## src/rtl/vec_scalar_fmt.sv

```systemverilog
module vec_scalar_fmt #(
  parameter int XLEN = 32,
  parameter int FLEN = 64
) (
  input  logic            clk,
  input  logic            rst_n,
  input  logic [2:0]      funct3_i,
  input  logic [4:0]      imm_i,
  input  logic [XLEN-1:0] xreg_i,
  input  logic [FLEN-1:0] freg_i,
  input  logic [1:0]      sew_i,
  input  logic [2:0]      frm_i,
  input  logic [2:0]      fp_ok_i,
  output logic [63:0]     scalar_o,
  output logic [2:0]      cls_o,
  output logic            rsvd_o
);
  localparam int ELEN = 64;

  logic [ELEN-1:0] wmask, x_ext, f_ext, imm_ext, canon, val;
  logic [2:0]      cls;
  logic            is_fp, width_ok, box_ok, rsvd;
  logic [7:0]      sew_bits;

  assign sew_bits = 8'd8 << sew_i;
  assign imm_ext  = {{(ELEN-5){imm_i[4]}}, imm_i};

  generate
    if (XLEN >= ELEN) begin : g_xwide
      assign x_ext = xreg_i[ELEN-1:0];
    end else begin : g_xnarrow
      assign x_ext = {{(ELEN-XLEN){xreg_i[XLEN-1]}}, xreg_i};
    end
    if (FLEN >= ELEN) begin : g_fwide
      assign f_ext = freg_i[ELEN-1:0];
    end else begin : g_fnarrow
      assign f_ext = {{(ELEN-FLEN){1'b1}}, freg_i};
    end
  endgenerate

  always_comb begin
    case (sew_i)
      2'd0:    begin wmask = 64'h0000_0000_0000_00FF; canon = '0; end
      2'd1:    begin wmask = 64'h0000_0000_0000_FFFF; canon = 64'h7E00; end
      2'd2:    begin wmask = 64'h0000_0000_FFFF_FFFF; canon = 64'h7FC0_0000; end
      default: begin wmask = '1;                      canon = 64'h7FF8_0000_0000_0000; end
    endcase
  end

  always_comb begin
    case (sew_i)
      2'd1:    width_ok = fp_ok_i[0];
      2'd2:    width_ok = fp_ok_i[1];
      2'd3:    width_ok = fp_ok_i[2];
      default: width_ok = 1'b0;
    endcase
    if (int'(sew_bits) > FLEN) width_ok = 1'b0;
  end

  assign box_ok = &(f_ext | wmask);
  assign is_fp  = (funct3_i == 3'b001) || (funct3_i == 3'b101);
  assign rsvd   = is_fp && ((frm_i >= 3'd5) || !width_ok);

  always_comb begin
    cls = 3'd0;
    val = '0;
    case (funct3_i)
      3'b011:         begin cls = 3'd1; val = imm_ext & wmask; end
      3'b100, 3'b110: begin cls = 3'd2; val = x_ext & wmask; end
      3'b101:         begin cls = 3'd3; val = box_ok ? (f_ext & wmask) : canon; end
      3'b111:         cls = 3'd4;
      default:        cls = 3'd0;
    endcase
    if (rsvd) val = '0;
  end

  always_ff @(posedge clk or negedge rst_n) begin
    if (!rst_n) begin
      scalar_o <= '0;
      cls_o    <= '0;
      rsvd_o   <= 1'b0;
    end else begin
      scalar_o <= val;
      cls_o    <= cls;
      rsvd_o   <= rsvd;
    end
  end

  p_cls_cfg_r1: assert property (@(posedge clk) disable iff (!rst_n)
    (funct3_i == 3'b111) |=> (cls_o == 3'd4 && scalar_o == '0));

  p_upper_zero_r2: assert property (@(posedge clk) disable iff (!rst_n)
    (sew_i == 2'd0) |=> (scalar_o[63:8] == '0));

  p_imm_sext_r3: assert property (@(posedge clk) disable iff (!rst_n)
    (funct3_i == 3'b011 && sew_i == 2'd3) |=>
      (scalar_o == {{59{$past(imm_i[4])}}, $past(imm_i)}));

  p_bad_frm_r8: assert property (@(posedge clk) disable iff (!rst_n)
    ((funct3_i == 3'b001 || funct3_i == 3'b101) && frm_i >= 3'd5) |=> rsvd_o);

  p_int_never_rsvd_r8: assert property (@(posedge clk) disable iff (!rst_n)
    (funct3_i[0] == 1'b0 || funct3_i == 3'b011 || funct3_i == 3'b111) |=> !rsvd_o);

  p_fp8_rsvd_r9: assert property (@(posedge clk) disable iff (!rst_n)
    (funct3_i == 3'b101 && sew_i == 2'd0) |=> rsvd_o);

  p_rsvd_zero_r10: assert property (@(posedge clk) disable iff (!rst_n)
    rsvd_o |-> (scalar_o == '0));
endmodule

```

## config.mk

```make
export PLATFORM = sky130hd
export DESIGN_NAME = vec_scalar_fmt
export DESIGN_NICKNAME = d
export VERILOG_FILES = /design/src/rtl/vec_scalar_fmt.sv
export SDC_FILE = /design/constraint.sdc
export NUM_CORES = 1
export LEC_CHECK = 0
export CORE_ASPECT_RATIO = 1.75
export CORE_UTILIZATION = 40
export DETAILED_ROUTE_END_ITERATION = 10
export DONT_BUFFER_PORTS = 1
export SYNTH_ARGS = -nofsm -noshare
export SYNTH_HDL_FRONTEND = slang
export SYNTH_SLANG_ARGS = --single-unit
```

## constraint.sdc

```tcl
create_clock -name clk -period 0.8 [get_ports clk]
set_input_delay 0.08 -clock clk [delete_from_list [all_inputs] [get_ports clk]]
set_output_delay 0.08 -clock clk [all_outputs]
set_load 0.1 [all_outputs]
```

==> results.cfg, run 1 <==
[run_status]
outcome = finished with violations
violations = hold timing, setup timing

[die]
chipHeight_um = 119
floorplan.die_area_mm2 = 0.00818
fp-row-count = 42
io_pins = 182
coreArea_mm2 = 0.00757
die_x_um = 68.8
start_util_pct = 41.3

[logic_synthesis]
syn-num-nets = 421
async_reset_ff_share_pct = 100
ys_seq_area_share_pct = 54.5
synth_cell_type_count = 40
yosys_most_used_dff = dfrtp_1
synth_edf_count = 0
synth_seq_cells = 68
synth_cells = 307
syn-cell-area_mm2 = 0.00312
avgSynthCellArea_um2 = 10.2
yosysWarnings = 0

[worst_setup_path]
crit_type = primary input to register
critical_path.endpoint_type = register
worst-endpoint-arrival_ps = 1570
worstSetupStartpoint = freg_i[35]
cp.required_ps = 1000
worstSetupStartpointType = primary input
crit_fanout = 12

[clock_tree]
cts_buffers = 9
cts-root-buf = clkbuf_16
cts_max_path_buffers = 2
clk_pin_slew_ps = 60
ctsHoldBuffers = 94
cts_sinks = 68
cts_tree = built
htreeDepth = 3

[route]
drt_iter0_markers = 244
wl_um = 14500
drcViolationCount = 0
via_count = 3576
first_pass_iters = 5
avgRoutedWirePerCell_um = 24.1
via_per_inst = 5.94
ant_nets = 0

[placement]
hpwl_um = 7320
gp_congestion = 0.801
port_buffers = 0
place_ws_ps = -872

[power]
p_leak_nw = 2.85
irDropWorstVdd_v = 0.00182
power_mw = 11.7
powerDensity_mw_per_mm2 = 1700

[timing]
final_max_slew_viol_count = 0
max_freq_ghz = 0.728
finalSetupViolCount = 135
relSlewSlack_pct = 75.3
fin_crit_sh_pct = 172
period_minus_slack_ps = 1370
hold_viol = 68
tightest_slew_ps = 368
setup_slack_ps = -574
hold_slack_ps = -561
rsz0062_at_grt = true

[cells_and_area]
layout.nets = 623
drive_gt1_share_pct = 55.8
n_antenna_cell = 0
nFillCells = 276
area_delta_synth_final_pct = 120

[grt]
grt_usage_pct = 34.3
grt_overflow = 0
grt_pass1_wl_um = 19800
first_global_vias = 3944
grt_max_degree = 69
antenna_found_initial = 0

[min_path]
hold_class = primary input to asynchronous set/reset pin

[run]
cap_viol_max_count = 0
[sequential cells by signal, indices dropped and copies added, names as in the netlist]
signal    flops
cls_o         3
rsvd_o        1
scalar_o     64
[synth_stat cells, types with 4 or more instances]
master	number	share of area (%)
o32ai_1	5	1.4
a21oi_1	62	9.9
nand2_1	35	4.2
dfrtp_1	68	54
inv_1	13	1.6
a21oi_2	11	3.1
nand4_1	12	2.4
a222oi_1	4	1.3
nand2b_1	4	0.80
nor2_1	22	2.6
clkbuf_1	12	1.4
buf_2	7	1.1
a221oi_1	12	3.4
[repair_timing]
action,in CTS,in global routing
endpoints found under the setup margin,133,132
resized for setup,54,26
pin swaps,16,18
gates cloned,5,3
endpoints found under the hold margin,135,68
setup buffers,11,5
[cells in the final DEF, fill, tap and decap left out, types with 2 or more instances in the layout]
master	n
nor2_1	17
a222oi_1	4
and2_4	2
a21oi_4	6
o32ai_2	5
inv_1	13
a221oi_2	12
nor2_4	4
nand4_1	12
dfrtp_1	10
bufinv_16	3
clkbuf_16	11
buf_12	74
nand2_1	32
nand4_2	2
dfrtp_2	58
buf_6	9
dlygate4sd3_1	94
buf_8	3
nand2b_1	2
a21oi_2	35
nor4_4	3
buf_4	29
a21oi_1	32
nor2b_4	2
nor3_2	4
[worst max-delay path, cell delays in order]
cell	delay, ps
nand4_1	180
nor4_4	340
buf_4	170
nand4_4	110
nor2b_4	170
a311oi_4	240
buf_12	190
a21oi_1	100
[worst max path at each step]
stage | end | slack [ps] | cells after the start
after floorplan | scalar_o[53] | -720 | 7
after global placement | scalar_o[52] | -830 | 7
after detailed placement | scalar_o[52] | -870 | 7
after CTS | scalar_o[52] | -480 | 8
after global routing | scalar_o[3] | -610 | 10
final | scalar_o[52] | -570 | 8
[metal layers]
metal	GRT usage (%)	wire length, µm	up-vias
met1	32.7	4360	1767
met4	18.6	924	0
met2	63.4	8250	232
met5	0	0	-
met3	7.38	985	64
li1	-	-	1513
[metrics by stage]
stage,instances,utilization (%),cell area (µm²),TNS (ps)
2_1_floorplan,307,-,3380,-38240
3_3_place_gp,472,65.8,4980,-42740
3_5_place_dp,472,65.8,4980,-44710
4_1_cts,598,89.1,6740,-31510
5_1_grt,602,90.8,6870,-39820
6_report,602,90.8,6870,-37170
[final cells by class]
class                      instances  area [µm²]  area share, %
tap                               88         110           1.60
timing repair buffer             213        2900           42.2
clock inverter                     6         111           1.62
multi-input combinational        204        1690           24.6
sequential                        68        1770           25.8
inverter                          13        48.8          0.710
clock buffer                      10         239           3.48
[kinds of logic (layout without fill, tap and decap cells)]
logic type / count (synthesis) / count (layout) / synth area share, %
XOR/XNOR: 1 / 1 / 0.280
AND/OR/NAND/NOR: 96 / 96 / 17.3
flip-flops: 68 / 68 / 54.5
multiplexers: 1 / 1 / 0.361
AO/OA/AOI/OAI: 106 / 106 / 22.4
buffers and inverters: 35 / 242 / 5.21
[report_power, final]
part	switching [mW]	total (mW)	leakage [nW]	internal (mW)
Combinational	1.91	3.28	1.85	1.37
Sequential	0.142	3.77	0.834	3.62
Clock	1.51	4.64	0.169	3.13
No activity file was read; power rests on OpenSTA's default activity.
==> run 2: changes to the inputs <==
- clock period: 0.8 -> 1.8 ns (I/O delays scaled with it)
==> results.cfg, run 2 (synthesized netlist as in run 1, its figures left out) <==
[run_status]
outcome = finished clean

[timing]
fin_crit_sh_pct = 82.9
max_freq_ghz = 0.670
rsz0062_at_grt = false
final_max_slew_viol_count = 0
relSlewSlack_pct = 70.1
hold_viol = 0
period_minus_slack_ps = 1490
setup_slack_ps = 309
tightest_slew_ps = 444
finalSetupViolCount = 0

[clock_tree]
cts_resized = 0
cts-root-buf = clkbuf_16
cts_max_path_buffers = 2
htreeDepth = 3
cts_sinks = 68
cts_buffers = 9
clk_pin_slew_ps = 50
cts_tree = built

[route]
drcViolationCount = 0
first_pass_iters = 6
via_per_inst = 5.75
ant_nets = 0
drt_iter0_markers = 182
avgRoutedWirePerCell_um = 18.9
wl_um = 9600
via_count = 2922

[grt]
grt_max_degree = 69
grt_pass1_wl_um = 14800
grt_usage_pct = 24.8
first_global_vias = 3102
antenna_found_initial = 0
grt_overflow = 0

[run]
cap_viol_max_count = 0

[die]
floorplan.die_area_mm2 = 0.00818
io_pins = 182
die_x_um = 68.8
coreArea_mm2 = 0.00757
fp-row-count = 42
chipHeight_um = 119
start_util_pct = 41.3

[cells_and_area]
layout.nets = 529
final_common_cell = buf_4
drive_gt1_share_pct = 30.2
n_antenna_cell = 0
seq_area_mm2 = 0.00170
multi_input_area_mm2 = 0.00127
top_regs = scalar_o (64), cls_o (3), rsvd_o (1)
fin_cells = 508
area_delta_synth_final_pct = 44.2
nFillCells = 664
largest_register_ffs = 64
regMostFlops = scalar_o
most-common-layout-cells = 82 x buf_4, 68 x dfrtp_1, 62 x a21oi_1

[placement]
gp_congestion = 0.926
port_buffers = 0
place_ws_ps = -31.9
hpwl_um = 6960
dp.cells = 458

[power]
irDropWorstVdd_v = 0.000682
power_mw = 4.55
powerDensity_mw_per_mm2 = 1010
p_leak_nw = 2.17

[worst_setup_path]
crit_family = simple AND/OR/NAND/NOR gates
crit_fanout = 12
worstSetupStartpointType = primary input
critical_path.endpoint_type = register
max_stage_delay_ps = 460
crit_type = primary input to register
cp.required_ps = 2010
worst-endpoint-arrival_ps = 1700
slowest_stage = nor4_4
crit_chain = nand4_1, nor4_4, nand4_4, nor2b_4, a311oi_4, buf_12, a21oi_1
crit_buf_inv = 1

[min_path]
whs_path_depth = 2
hold_class = primary input to register
whs_endpoint = scalar_o[34]
hold_start = freg_i[34]
## run 2: cell count changes in the layout (fill, tap and decap cells not counted), moves of 6 or more
cell and delta:
a221oi_1 +12, a21oi_2 -24, dfrtp_1 +58, a21oi_4 -6, dfrtp_2 -58, buf_6 -9
dlygate4sd3_1 -61, a21oi_1 +30, buf_12 -71, a221oi_2 -12, buf_4 +53
## run 2: worst max-delay path by stage
stage          startpoint      endpoint  slack, ps  cells after the start
2_1_floorplan  freg_i[46]  scalar_o[53]        110                      7
3_5_place_dp   freg_i[62]  scalar_o[52]        -30                      7
6_report       freg_i[31]  scalar_o[51]        310                      7
4_1_cts        freg_i[62]  scalar_o[52]        310                      7
5_1_grt        freg_i[62]  scalar_o[51]        200                      7
3_3_place_gp   freg_i[62]  scalar_o[51]        -30                      7
## run 2: final cells by class
| cell class | count | area share, % |
|---|---|---|
| clock buffers | 12 | 5.92 |
| flip-flops and latches | 68 | 37.8 |
| multi-input cells | 204 | 28.3 |
| well taps | 88 | 2.45 |
| clock inverters | 4 | 1.56 |
| repair buffers | 119 | 23.0 |
| inverters | 13 | 1.08 |
## run 2: metrics by stage
step	cell area [µm²]	TNS [ps]	utilization [%]	hold slack (ps)
floorplan	3120	0	-	-116
global placement	3810	-180	50.3	-113
detailed placement	3810	-240	50.3	-113
CTS	4500	0	59.5	1.58
global route	4500	0	59.5	20.8
finish	4500	0	59.5	11.1
## run 2: power by group
group	internal (mW)	switching, mW
logic	0.246	0.741
clock network	1.32	0.620
registers	1.60	0.0203
## run 2: per-layer routing
metal	vias up	GRT usage [%]	routed length [µm]
met3	38	5.56	721
met2	170	45.1	5430
met1	1399	23.7	3060
met5	-	0	0
li1	1315	-	-
met4	0	14.7	387
## run 2: timing repair
action,in CTS,in global routing
hold endpoints to repair,101,0
buffers inserted,0,0
hold buffers,34,0
setup endpoints to repair,0,0
